[config.mk]
export PLATFORM = sky130hd
export DESIGN_NAME = ip_sequencer
export DESIGN_NICKNAME = d
export VERILOG_FILES = /design/src/rtl/ipseq_pkg.sv /design/src/rtl/ipseq_rst_sync.sv /design/src/rtl/ipseq_cond.sv /design/src/rtl/ipseq_next.sv /design/src/rtl/ipseq_regs.sv /design/src/rtl/ip_sequencer.sv
export SDC_FILE = /design/constraint.sdc
export NUM_CORES = 1
export LEC_CHECK = 0
export BUFFER_PORTS_ARGS = -buffer_cell sky130_fd_sc_hd__buf_2
export CAP_MARGIN = 20
export CORE_MARGIN = 1.5
export CORE_UTILIZATION = 55
export DETAILED_ROUTE_END_ITERATION = 7
export GPL_TIMING_DRIVEN = 0
export HOLD_SLACK_MARGIN = 0.05
export PLACE_DENSITY = 0.92
export SLEW_MARGIN = 20
export SYNTH_ARGS = -nofsm -noshare
export SYNTH_HDL_FRONTEND = slang
export SYNTH_SLANG_ARGS = --single-unit
[constraint.sdc]
create_clock -name clk -period 2.1 [get_ports clk]
set_input_delay 0.21 -clock clk [delete_from_list [all_inputs] [get_ports clk]]
set_output_delay 0.21 -clock clk [all_outputs]
set_load 0.005 [all_outputs]
[src/rtl/ipseq_pkg.sv]
package ipseq_pkg;

  // Decoded instruction classes seen by the sequencer
  typedef enum logic [3:0] {
    CLS_STEP   = 4'd0,
    CLS_JUMP   = 4'd1,
    CLS_JABOVE = 4'd2,
    CLS_JBELEQ = 4'd3,
    CLS_JEQ    = 4'd4,
    CLS_JNE    = 4'd5,
    CLS_CALL   = 4'd6,
    CLS_RET    = 4'd7,
    CLS_HALT   = 4'd8
  } insn_cls_e;

  localparam int unsigned CLS_W = 4;

endpackage

[src/rtl/ipseq_rst_sync.sv]
module ipseq_rst_sync #(
  parameter int unsigned STAGES = 2
) (
  input  logic clk,
  input  logic rst_n,
  output logic rst_sync_n
);

  logic [STAGES-1:0] sync_q;
  logic [STAGES-1:0] sync_d;

  generate
    if (STAGES == 1) begin : g_one
      assign sync_d = 1'b1;
    end else begin : g_chain
      assign sync_d = {sync_q[STAGES-2:0], 1'b1};
    end
  endgenerate

  always_ff @(posedge clk or negedge rst_n) begin
    if (!rst_n) sync_q <= '0;
    else        sync_q <= sync_d;
  end

  assign rst_sync_n = sync_q[STAGES-1];

endmodule

[src/rtl/ipseq_cond.sv]
module ipseq_cond
  import ipseq_pkg::*;
(
  input  insn_cls_e cls,
  input  logic      flag_zero,
  input  logic      flag_carry,
  output logic      redirect
);

  // redirect: the selected target replaces the sequential address
  always_comb begin
    case (cls)
      CLS_JUMP,
      CLS_CALL:   redirect = 1'b1;
      CLS_JABOVE: redirect = !flag_carry && !flag_zero;
      CLS_JBELEQ: redirect = flag_carry || flag_zero;
      CLS_JEQ:    redirect = flag_zero;
      CLS_JNE:    redirect = !flag_zero;
      default:    redirect = 1'b0;
    endcase
  end

endmodule

[src/rtl/ipseq_next.sv]
module ipseq_next
  import ipseq_pkg::*;
#(
  parameter int unsigned ADDR_W = 16,
  parameter int unsigned LEN_W  = 3
) (
  input  logic              insn_valid,
  input  insn_cls_e         cls,
  input  logic [LEN_W-1:0]  insn_len,
  input  logic [ADDR_W-1:0] target,
  input  logic              redirect,
  input  logic [ADDR_W-1:0] ip_q,
  input  logic [ADDR_W-1:0] rp_q,
  input  logic              halted_q,
  output logic [ADDR_W-1:0] ip_d,
  output logic              ip_we,
  output logic [ADDR_W-1:0] rp_d,
  output logic              rp_we,
  output logic              halt_we
);

  localparam int unsigned PAD_W = ADDR_W - LEN_W;

  logic [ADDR_W-1:0] len_ext;
  logic [ADDR_W-1:0] seq_addr;
  logic              live;

  assign len_ext  = {{PAD_W{1'b0}}, insn_len};
  assign seq_addr = ip_q + len_ext;
  assign live     = insn_valid && !halted_q;

  always_comb begin
    ip_d    = seq_addr;
    ip_we   = 1'b0;
    rp_d    = seq_addr;
    rp_we   = 1'b0;
    halt_we = 1'b0;
    if (live) begin
      case (cls)
        CLS_RET: begin
          ip_d  = rp_q;
          ip_we = 1'b1;
        end
        CLS_HALT: begin
          halt_we = 1'b1;
        end
        CLS_CALL: begin
          ip_d  = target;
          ip_we = 1'b1;
          rp_we = 1'b1;
        end
        default: begin
          ip_d  = redirect ? target : seq_addr;
          ip_we = 1'b1;
        end
      endcase
    end
  end

endmodule

[src/rtl/ipseq_regs.sv]
module ipseq_regs #(
  parameter int unsigned       ADDR_W   = 16,
  parameter logic [ADDR_W-1:0] RESET_IP = '0
) (
  input  logic              clk,
  input  logic              rst_n,
  input  logic [ADDR_W-1:0] ip_d,
  input  logic              ip_we,
  input  logic [ADDR_W-1:0] rp_d,
  input  logic              rp_we,
  input  logic              halt_we,
  output logic [ADDR_W-1:0] ip_q,
  output logic [ADDR_W-1:0] rp_q,
  output logic              halted_q
);

  always_ff @(posedge clk or negedge rst_n) begin
    if (!rst_n)     ip_q <= RESET_IP;
    else if (ip_we) ip_q <= ip_d;
  end

  always_ff @(posedge clk or negedge rst_n) begin
    if (!rst_n)     rp_q <= '0;
    else if (rp_we) rp_q <= rp_d;
  end

  always_ff @(posedge clk or negedge rst_n) begin
    if (!rst_n)       halted_q <= 1'b0;
    else if (halt_we) halted_q <= 1'b1;
  end

endmodule

[src/rtl/ip_sequencer.sv]
module ip_sequencer
  import ipseq_pkg::*;
#(
  parameter int unsigned ADDR_W      = 16,
  parameter int unsigned LEN_W       = 3,
  parameter int unsigned SYNC_STAGES = 2
) (
  input  logic              clk,
  input  logic              rst_n,
  input  logic              insn_valid,
  input  logic [CLS_W-1:0]  insn_cls,
  input  logic [LEN_W-1:0]  insn_len,
  input  logic              target_is_reg,
  input  logic [ADDR_W-1:0] imm_target,
  input  logic [ADDR_W-1:0] reg_target,
  input  logic              flag_zero,
  input  logic              flag_carry,
  output logic [ADDR_W-1:0] fetch_addr,
  output logic              halted
);

  localparam logic [ADDR_W-1:0] RESET_IP = '0;

  logic              rst_sync_n;
  insn_cls_e         cls;
  logic [ADDR_W-1:0] target;
  logic              redirect;
  logic [ADDR_W-1:0] ip_q, rp_q, ip_d, rp_d;
  logic              halted_q;
  logic              ip_we, rp_we, halt_we;

  assign cls    = insn_cls_e'(insn_cls);
  assign target = target_is_reg ? reg_target : imm_target;

  ipseq_rst_sync #(.STAGES(SYNC_STAGES)) u_rst_sync (
    .clk        (clk),
    .rst_n      (rst_n),
    .rst_sync_n (rst_sync_n)
  );

  ipseq_cond u_cond (
    .cls        (cls),
    .flag_zero  (flag_zero),
    .flag_carry (flag_carry),
    .redirect   (redirect)
  );

  ipseq_next #(.ADDR_W(ADDR_W), .LEN_W(LEN_W)) u_next (
    .insn_valid (insn_valid),
    .cls        (cls),
    .insn_len   (insn_len),
    .target     (target),
    .redirect   (redirect),
    .ip_q       (ip_q),
    .rp_q       (rp_q),
    .halted_q   (halted_q),
    .ip_d       (ip_d),
    .ip_we      (ip_we),
    .rp_d       (rp_d),
    .rp_we      (rp_we),
    .halt_we    (halt_we)
  );

  ipseq_regs #(.ADDR_W(ADDR_W), .RESET_IP(RESET_IP)) u_regs (
    .clk      (clk),
    .rst_n    (rst_sync_n),
    .ip_d     (ip_d),
    .ip_we    (ip_we),
    .rp_d     (rp_d),
    .rp_we    (rp_we),
    .halt_we  (halt_we),
    .ip_q     (ip_q),
    .rp_q     (rp_q),
    .halted_q (halted_q)
  );

  assign fetch_addr = ip_q;
  assign halted     = halted_q;

endmodule

==> out/summary.txt, run 1 <==
PwrDens: 961.3 nW/µm²
Nets: 376
period utilisation layout: 97.43%
Post-synth EDFFs: 0
Reg-to-Reg Start: u_regs.ip_q[0]$_DFFE_PN0P_
status: completed
Total GRT Usage: 30.18%
starting density of the core: 58.73%
CTS root buf: clkbuf_8
share of layout cells above drive strength 1: 34.76%
Critical Path Fanout Max: 5
via/cell ratio: 6.524
pre-CTS setup slack: -0.4679 ns
Synth Area in Adders: 2.398%
main combinational cell family by area after synthesis: compound AO/OA/AOI/OAI gates
Setup Crit Path Kind: reg2reg
fraction of power spent switching nets: 38.05%
internal power: 1767 µW
Flop pwr share: 40.1%
DP Wirelength: 4801 µm
Area Growth Syn to Fin: 23.67%
first-pass GRT wire length: 11360 µm
initial antenna violation count: 0
Worst Setup Start Kind: flip-flop
R2R cell count: 8
DRT iter0 DRCs: 341
TritonCTS buffer count: 5
final slew viol count: 0
Synth area leader: dfrtp_1
LEAKAGE: 0.001301 µW
Unique masters post-synth: 59
die area: 4769 µm²
Final Hold Fails: 0
Clock Power Share: 18.6%
clock skew: 0.008106 ns
routed wire length per instance: 19.02 µm
final wirelength: 7190 µm
mux contribution to synthesized area: 10.90%
Final Cell Area: 2968 µm²
final setup vio count: 0
max_cap viols: 0
fin crit period: 2.046 ns
Synth Area in XOR/XNOR: 4.745%
fmax: 0.4888 GHz
Switch Pwr: 1086 µW
Synth top area share: 36.50%
Vias: 2466
Fill cells: 271
Hold Crit Depth: 2
GP Congestion: 0.8918
CP Data Arrival Time: 2.26 ns
ys async rst share: 100.0%
simple-gate area share of the yosys netlist: 17.73%
TritonRoute pass-1 iters: 5
worst path required time: 2.32 ns
final design utilization: 72.63%
min setup slack post-route: 0.05398 ns
DRT antenna net count: 0
top post-synthesis cells by count: dfrtp_1, nand2_1, o21ai_0
Synth Flop Type: dfrtp_1
Netlist Area Pre-Place: 2400 µm²
Slew headroom: 49.91%
Least-Margin Pin Slew: 0.7514 ns
Layout Cells excl Fill: 378
Skew-Pair Late Insertion Delay: 0.30 ns
Residual DRC: 0
Post-Syn Nets: 304
maximum vdd drop: 837.2 µV
Synth Area in Compound Gates: 23.51%
vias in the first global route: 2400
synth top area cells: dfrtp_1, mux2_2, o21ai_0
io pins: 62
num rows: 23
setup slack, reg-to-reg: 0.05 ns
Die W: 69.06 µm
critical hold path startpoint: insn_valid
RSZ-0062 raised after global routing: yes
cell count after synthesis: 255
htree depth: 2
Hold Crit Class: in2reg
grt total ovfl: 0
r2r endpoint: u_regs.ip_q[8]$_DFFE_PN0P_
clk sinks: 35
Seq cells post-synth: 35
CTS tree: yes
Placed Instance Area: 2764 µm²
Core Area: 4086 µm²
Ys Warns: 0
Antenna Cells: 0
most frequent cell after synthesis: dfrtp_1
port buffer count: 59
Crit. End Element: flip-flop
Comb power frac: 41.3%
endpoint of the worst hold path: u_regs.halted_q$_DFFE_PN0P_
Longest Clk Path Bufs: 2
largest net degree at the start of global routing: 34
setup TNS: 0 ns
Die H: 69.06 µm
syn avg cell area: 9.411 µm²
Clock transition at path regs: 0.08 ns
post-synthesis sequential area ratio: 36.50%
placed cell count: 364
-- layer usage --
layer	track usage (%)	wire length [µm]	part of all wire [%]
met2	49.15	3457	48
met5	0	0	0
met3	7.895	693	9.6
met4	16.99	231	3.2
met1	36.06	2806	39
-- flip-flops by register name (all words and copies together) (netlist names) --
register	flops
u_regs.rp_q	16
u_rst_sync.sync_q	2
u_regs.halted_q	1
u_regs.ip_q	16
-- worst max-delay path by stage --
stage                                  endpoint                        from  depth (start not counted)  slack, ns
global route         u_regs.ip_q[8]$_DFFE_PN0P_  u_regs.ip_q[0]$_DFFE_PN0P_                          8      -0.05
CTS                 u_regs.ip_q[14]$_DFFE_PN0P_  u_regs.ip_q[0]$_DFFE_PN0P_                          8     -0.007
finish               u_regs.ip_q[8]$_DFFE_PN0P_  u_regs.ip_q[0]$_DFFE_PN0P_                          8       0.05
floorplan           u_regs.ip_q[14]$_DFFE_PN0P_  u_regs.ip_q[0]$_DFFE_PN0P_                          8     0.0009
detailed placement  u_regs.rp_q[11]$_DFFE_PN0P_                 insn_cls[2]                          7      -0.47
global placement    u_regs.rp_q[13]$_DFFE_PN0P_                 insn_cls[2]                          7      -0.33
-- cell usage in the layout, fill, tap and decap left out, types with 3 or more instances in the layout --
cell       count
a32o_1         3
buf_4          8
o211ai_1       5
inv_1          6
and4_1         3
o22ai_1        4
a32oi_1        5
mux2i_1        7
dfrtp_1       34
nand3_1        7
mux2_2        17
nor2_1         9
a21oi_1        4
xor2_1         7
o2111ai_1      3
and3_1         3
nor3_1         3
o21ai_0       19
nor4_1         3
clkbuf_8       6
nand2_1       22
clkbuf_1      10
xnor2_1        6
a21o_1         6
a211o_1        5
buf_2         62
-- repair_timing --
item                                   CTS  global route
buffers inserted                         2             4
setup endpoints to repair               15            19
pin swaps                                1             1
cloned                                   0             0
gates resized for setup                  5            11
hold buffers                             1             0
endpoints found under the hold margin    2             0
-- final cells by class --
cell class	instances	area, µm²	share of cell area, %
Buffer	15	68.82	2.319
Clock buffer	7	86.33	2.909
Clock inverter	1	5.005	0.1686
Inverter	7	26.28	0.8853
Multi-Input combinational cell	197	1491	50.25
Sequential cell	35	877.1	29.55
Tap cell	50	62.56	2.108
Timing Repair Buffer	66	350.3	11.80
-- power by group through the flow --
stage               sequential (µW)  combinational, µW  clock (µW)
finish                         1140               1180         530
global route                   1170               1290         555
CTS                            1130               1090         526
detailed placement             1140               1040           0
global placement               1120                992           0
floorplan                      1100                719           0
-- kinds of logic after synthesis --
kind of cell,Yosys count
buffers and inverters,23
flip-flops,35
AND/OR/NAND/NOR,77
adder cells (fa/ha/maj),4
other,1
AO/OA/AOI/OAI,78
multiplexers,24
XOR/XNOR,13
-- per-stage QoR --
stage	hold slack, ns	power, µW
3_5_place_dp	-0.0006745	2182
2_1_floorplan	-0.08559	1818
4_1_cts	0.1484	2742
3_3_place_gp	-0.005245	2115
6_report	0.1502	2853
5_1_grt	0.1557	3012
-- critical path: stages (launching register included) --
cell and delay, ns:
dfrtp_1 0.40, ha_4 0.17, inv_2 0.04, fa_2 0.36
nor2b_4 0.15, o211ai_1 0.10, buf_4 0.18, or4_4 0.47
o211ai_1 0.10
No activity file was read; power rests on OpenSTA's default activity.
==> run 2: changes to the inputs <==
Settings changed: CELL_PAD_IN_SITES_DETAIL_PLACEMENT set to 1, CELL_PAD_IN_SITES_GLOBAL_PLACEMENT set to 1, CORE_ASPECT_RATIO set to 0.9, CORE_UTILIZATION 55 to 43, PLACE_DENSITY 0.92 to 0.94.
==> run 2 against run 1 <==
Via count increased by 3.7%. Core utilization decreased by 16 points. Non-clock buffer count unchanged. Combinational power increased by 7%. Sequential cell count unchanged. Clock-buffer cell count unchanged. Design area increased by 1.8%. Critical path depth unchanged. Critical path type unchanged. Largest cell class unchanged. Largest power group unchanged.
==> out/summary.txt, run 2 (same netlist as run 1, synthesis figures left out) <==
status: completed
Hold Crit Class: in2reg
Total GRT Usage: 29.17%
clk sinks: 35
Worst Setup Start Kind: flip-flop
Clock transition at path regs: 0.08 ns
fin crit period: 2.076 ns
worst path required time: 2.35 ns
fmax: 0.4818 GHz
Least-Margin Pin Slew: 0.7841 ns
vias in the first global route: 2666
Final Cell Area: 3020 µm²
Reg-to-Reg Start: u_regs.ip_q[0]$_DFFE_PN0P_
DRT iter0 DRCs: 215
first-pass GRT wire length: 13030 µm
GP Congestion: 0.8423
Residual DRC: 0
Regs by FF count: u_regs.ip_q (16), u_regs.rp_q (16), u_rst_sync.sync_q (2)
Slew headroom: 47.72%
Final Hold Fails: 0
Area Growth Syn to Fin: 25.86%
starting density of the core: 45.13%
port buffer count: 59
largest net degree at the start of global routing: 34
total power: 3008 µW
crit-path cells: ha_4, inv_2, fa_2, nor2b_4, o211ai_1, or4_4, a21o_1, nand3_1
critical hold path startpoint: insn_valid
PwrDens: 995.8 nW/µm²
most frequent cells in the layout: buf_2, dfrtp_1, nand2_1
grt total ovfl: 0
worst hold slack: 0.1476 ns
period utilisation layout: 98.84%
most common cell after layout, fill and taps aside: buf_2
LEAKAGE: 0.001308 µW
DP Wirelength: 5587 µm
DRT antenna net count: 0
Core Area: 5318 µm²
Vias: 2558
TritonCTS buffer count: 5
final slew viol count: 0
Antenna Cells: 0
CTS tree: yes
Nets: 376
CP max-delay cell: or4_4
maximum vdd drop: 455.7 µV
num rows: 25
RSZ-0062 raised after global routing: yes
via/cell ratio: 6.476
CTS root buf: clkbuf_8
CP Data Arrival Time: 2.32 ns
Longest Clk Path Bufs: 2
Skew-Pair Late Insertion Delay: 0.31 ns
Placed Instance Area: 2785 µm²
origin of the worst setup path: u_regs.ip_q[0]$_DFFE_PN0P_
routed wire length per instance: 22.56 µm
die area: 6039 µm²
final wirelength: 8911 µm
Setup Crit Path Kind: reg2reg
share of layout cells above drive strength 1: 35.67%
TritonRoute pass-1 iters: 5
io pins: 62
Critical Path Fanout Max: 4
Largest stage delay, worst path: 0.47 ns
Die W: 81.75 µm
htree depth: 2
Crit. End Element: flip-flop
Die H: 73.87 µm
final setup vio count: 0
max_cap viols: 0
initial antenna violation count: 0
clock skew: 0.009312 ns
-- run 2: power by group --
part / internal [µW] / switching, µW
sequential: 905 / 263
clock: 299 / 280
combinational: 609 / 652
-- run 2: final timing paths --
path	cells past startpoint	endpoint	slack (ns)
hold reg to reg	0	u_regs.rp_q[10]$_DFFE_PN0P_	0.35
setup / recovery	8	u_regs.ip_q[14]$_DFFE_PN0P_	0.02
min in group asynchronous	2	u_rst_sync.sync_q[1]$_DFF_PN0_	0.22
setup reg to reg	8	u_regs.ip_q[14]$_DFFE_PN0P_	0.02
max in group asynchronous	0	u_regs.rp_q[1]$_DFFE_PN0P_	1.25
hold / removal	2	u_regs.halted_q$_DFFE_PN0P_	0.15
-- run 2: what timing repair did --
action,4_1_cts,5_1_grt
endpoints found under the setup margin,19,20
pin swaps,1,3
resized for setup,7,14
hold endpoints to repair,2,0
setup buffers,3,3
hold buffers,1,0
-- run 2: layout make-up --
class	instances	area, µm²
Inverter	7	26.28
Clock inverter	1	7.507
Buffer	15	68.82
Sequential cell	35	877.1
Clock buffer	7	96.34
Fill cell	641	2297
Tap cell	67	83.83
Timing Repair Buffer	66	350.3
Multi-Input combinational cell	197	1510
-- run 2: routing by layer --
| layer | wire length, µm | up-vias | global-route usage, % |
|---|---|---|---|
| met4 | 225 | 0 | 14.50 |
| li1 | - | 1107 | - |
| met5 | 0 | - | 0 |
| met1 | 3489 | 1279 | 35.68 |
| met2 | 4416 | 146 | 49.18 |
| met3 | 780 | 26 | 5.093 |
-- run 2: worst max-delay path: cells and delay by family (launching register included) --
kind	cells	cell delay, ns
simple gates	3	0.68
fa+ha+maj	2	0.53
flops	1	0.40
compound gates	2	0.39
buf+inv	1	0.04
-- run 2: through the flow --
stage                     instances  TNS, ns  util, %  worst slack (ns)
after detailed placement        381   -11.09    52.38           -0.6292
final                           395        0    56.80           0.02446
after global routing            395  -0.1682    56.80          -0.06165
after global placement          381   -8.810    52.35           -0.5287
after floorplan                 255        0        -         0.0009266
after CTS                       393        0    55.51         0.0005809
==> run 3: changes to the inputs <==
Settings changed: ABC_AREA set to 1, CORE_UTILIZATION 43 to 41, PLACE_DENSITY 0.94 to 0.95.
==> run 3 against run 2 <==
Sequential power rose by 9%. Combinational power rose by 37%. Sequential cell count did not move. Global-route usage barely moved. Clock-buffer cell count rose by 1. Highest routed layer unchanged. Largest cell class unchanged. Synthesized cell count rose by 46%. Total power rose by 19%. Worst hold slack got worse by 0.030 ns. Clock skew fell by 0.0021 ns. Setup slack improved by 0.16 ns.
==> out/summary.txt, run 3 <==
routed wire length per instance: 17.97 µm
port buffer count: 61
CP Data Arrival Time: 2.12 ns
status: completed
Core Area: 6081 µm²
Clock transition at path regs: 0.08 ns
TritonRoute pass-1 iters: 4
DRT iter0 DRCs: 111
clk sinks: 35
Unique masters post-synth: 34
most common cell after layout, fill and taps aside: nand2_1
met3 WL: 515 µm
Slew headroom: 63.23%
Ys Warns: 0
Die W: 86.27 µm
internal power: 1926 µW
Total GRT Usage: 29.22%
Setup Crit Path Kind: reg2reg
CP max-delay cell: dfrtp_1
synth top area cells: dfrtp_1, nand2_1, nor2_1
Residual DRC: 0
max_cap viols: 0
Crit. End Element: flip-flop
Comb power frac: 48.2%
Hold Crit Class: reg2async
starting density of the core: 42.08%
Switch Pwr: 1661 µW
num rows: 27
vias in the first global route: 3107
share of layout cells above drive strength 1: 24.83%
Fill cells: 839
most frequent cells in the layout: nand2_1, buf_2, nor2_1
GP Congestion: 0.9078
initial antenna violation count: 0
DRT antenna net count: 0
io pins: 62
total power: 3587 µW
LEAKAGE: 0.001643 µW
met1 wire length: 3807 µm
Largest stage delay, worst path: 0.37 ns
worst path required time: 2.30 ns
Longest Clk Path Bufs: 2
Antenna Cells: 0
maximum vdd drop: 469.7 µV
Skew-Pair Late Insertion Delay: 0.30 ns
Nets: 491
die area: 6724 µm²
clock skew: 0.007162 ns
post-synthesis sequential area ratio: 34.23%
largest net degree at the start of global routing: 27
period utilisation layout: 91.32%
htree depth: 2
Synth top area share: 34.23%
PwrDens: 1152 nW/µm²
via/cell ratio: 5.583
Netlist Area Pre-Place: 2559 µm²
Post-synth EDFFs: 0
top post-synthesis cells by count: nand2_1, nor2_1, inv_1
CTS tree: yes
CTS root buf: clkbuf_8
most frequent cell after synthesis: nand2_1
Area Growth Syn to Fin: 21.66%
Regs by FF count: u_regs.ip_q (16), u_regs.rp_q (16), u_rst_sync.sync_q (2)
Synth area leader: dfrtp_1
Die H: 77.95 µm
final design utilization: 51.19%
Post-Syn Nets: 421
Vias: 2875
cell count after synthesis: 372
sequential cell area: 877.1 µm²
Flop pwr share: 35.8%
fmax: 0.5214 GHz
Final Hold Fails: 0
DP Wirelength: 6899 µm
Critical Path Fanout Max: 3
TritonCTS buffer count: 5
routed wl met2: 4729 µm
syn avg cell area: 6.878 µm²
crit path buf inv count: 3
fin crit period: 1.918 ns
multi-input logic area: 1471 µm²
final wirelength: 9252 µm
final slew viol count: 0
highest routed layer: met4
grt total ovfl: 0
Clock Power Share: 16.1%
setup bufs post-CTS: 0
fraction of power spent switching nets: 46.31%
Least-Margin Pin Slew: 0.5515 ns
final setup vio count: 0
RSZ-0062 raised after global routing: no
Seq cells post-synth: 35
Crit path max-delay family: adder cells
ys async rst share: 100.0%
Worst Setup Start Kind: flip-flop
crit-path cells: ha_2, inv_1, fa_2, inv_1, nand2_1, nand2_2, inv_1, nor2_4, nand2_2, nand2_2, o21ai_0, nor2_1, a21oi_1
first-pass GRT wire length: 14920 µm
Synth Flop Type: dfrtp_1
## run 3: cell count changes after synthesis, moves of 6 or more
cell and change:
nand2_1 +84, nor2_1 +41, inv_1 +32, a21oi_1 +16
mux2_2 -15, nand3_1 +15, o21ai_1 +12, clkbuf_1 -10
a211oi_1 +8, a21o_1 -6, o21ai_0 -6, xnor2_1 -6
## run 3: kinds of logic (layout without fill, tap and decap cells)
group	after synthesis	count (layout)	share of synthesized area (%)
other cells	1	1	0.1466
fa+ha+maj	4	4	2.250
flops	35	35	34.23
simple gates	196	196	33.25
buf+inv	54	125	9.339
mux	10	10	4.010
compound gates	68	68	15.40
xor+xnor	4	4	1.369
## run 3: final cells by class
class                      count  share of cell area (%)
buffer                        10                   2.371
clock buffer                   8                   3.215
inverter                      44                   5.305
multi-input combinational    283                   47.27
sequential                    35                   28.18
tap                           72                   2.894
timing repair buffer          63                   10.77
## run 3: power by group through the flow
| stage | combinational, µW | clock, µW | sequential [µW] |
|---|---|---|---|
| finish | 1730 | 576 | 1280 |
| global route | 1940 | 601 | 1310 |
| CTS | 1670 | 571 | 1270 |
| detailed placement | 1640 | 0 | 1280 |
| global placement | 1500 | 0 | 1260 |
| floorplan | 1090 | 0 | 1210 |
## run 3: metrics by stage
stage / setup slack [ns] / cell area (µm²) / hold slack [ns] / instances / TNS [ns]
3_3_place_gp: 0.08110 / 2954 / -0.004136 / 505 / 0
5_1_grt: 0.006205 / 3113 / 0.1452 / 515 / 0
2_1_floorplan: 0.3178 / 2559 / -0.08559 / 372 / 0
4_1_cts: 0.02391 / 3088 / 0.1250 / 515 / 0
3_5_place_dp: -0.01238 / 2975 / -0.003495 / 506 / -0.01238
6_report: 0.1823 / 3113 / 0.1174 / 515 / 0
## run 3: final timing paths
| path | start | endpoint | slack, ns | cells past startpoint |
|---|---|---|---|---|
| worst max register to register | u_regs.ip_q[0]$_DFFE_PN0P_ | u_regs.ip_q[6]$_DFFE_PN0P_ | 0.18 | 13 |
| worst min-delay path | u_rst_sync.sync_q[1]$_DFF_PN0_ | u_regs.rp_q[13]$_DFFE_PN0P_ | 0.12 | 0 |
| min in group clk | insn_valid | u_regs.halted_q$_DFFE_PN0P_ | 0.17 | 3 |
| worst min register to register | u_rst_sync.sync_q[1]$_DFF_PN0_ | u_regs.rp_q[13]$_DFFE_PN0P_ | 0.12 | 0 |
| max in group asynchronous | u_rst_sync.sync_q[1]$_DFF_PN0_ | u_regs.rp_q[8]$_DFFE_PN0P_ | 1.56 | 1 |
| worst max-delay path | u_regs.ip_q[0]$_DFFE_PN0P_ | u_regs.ip_q[6]$_DFFE_PN0P_ | 0.18 | 13 |
## run 3: what timing repair did
action                                  4_1_cts  5_1_grt
hold buffers                                  1        0
endpoints found under the setup margin        1        8
gates resized for setup                       1        9
endpoints found under the hold margin         2        0
## run 3: layer usage
layer	vias to the layer above	global-route usage [%]
li1	1338	-
met1	1410	34.62
met2	106	52.28
met3	21	4.574
met4	0	11.94
met5	-	0
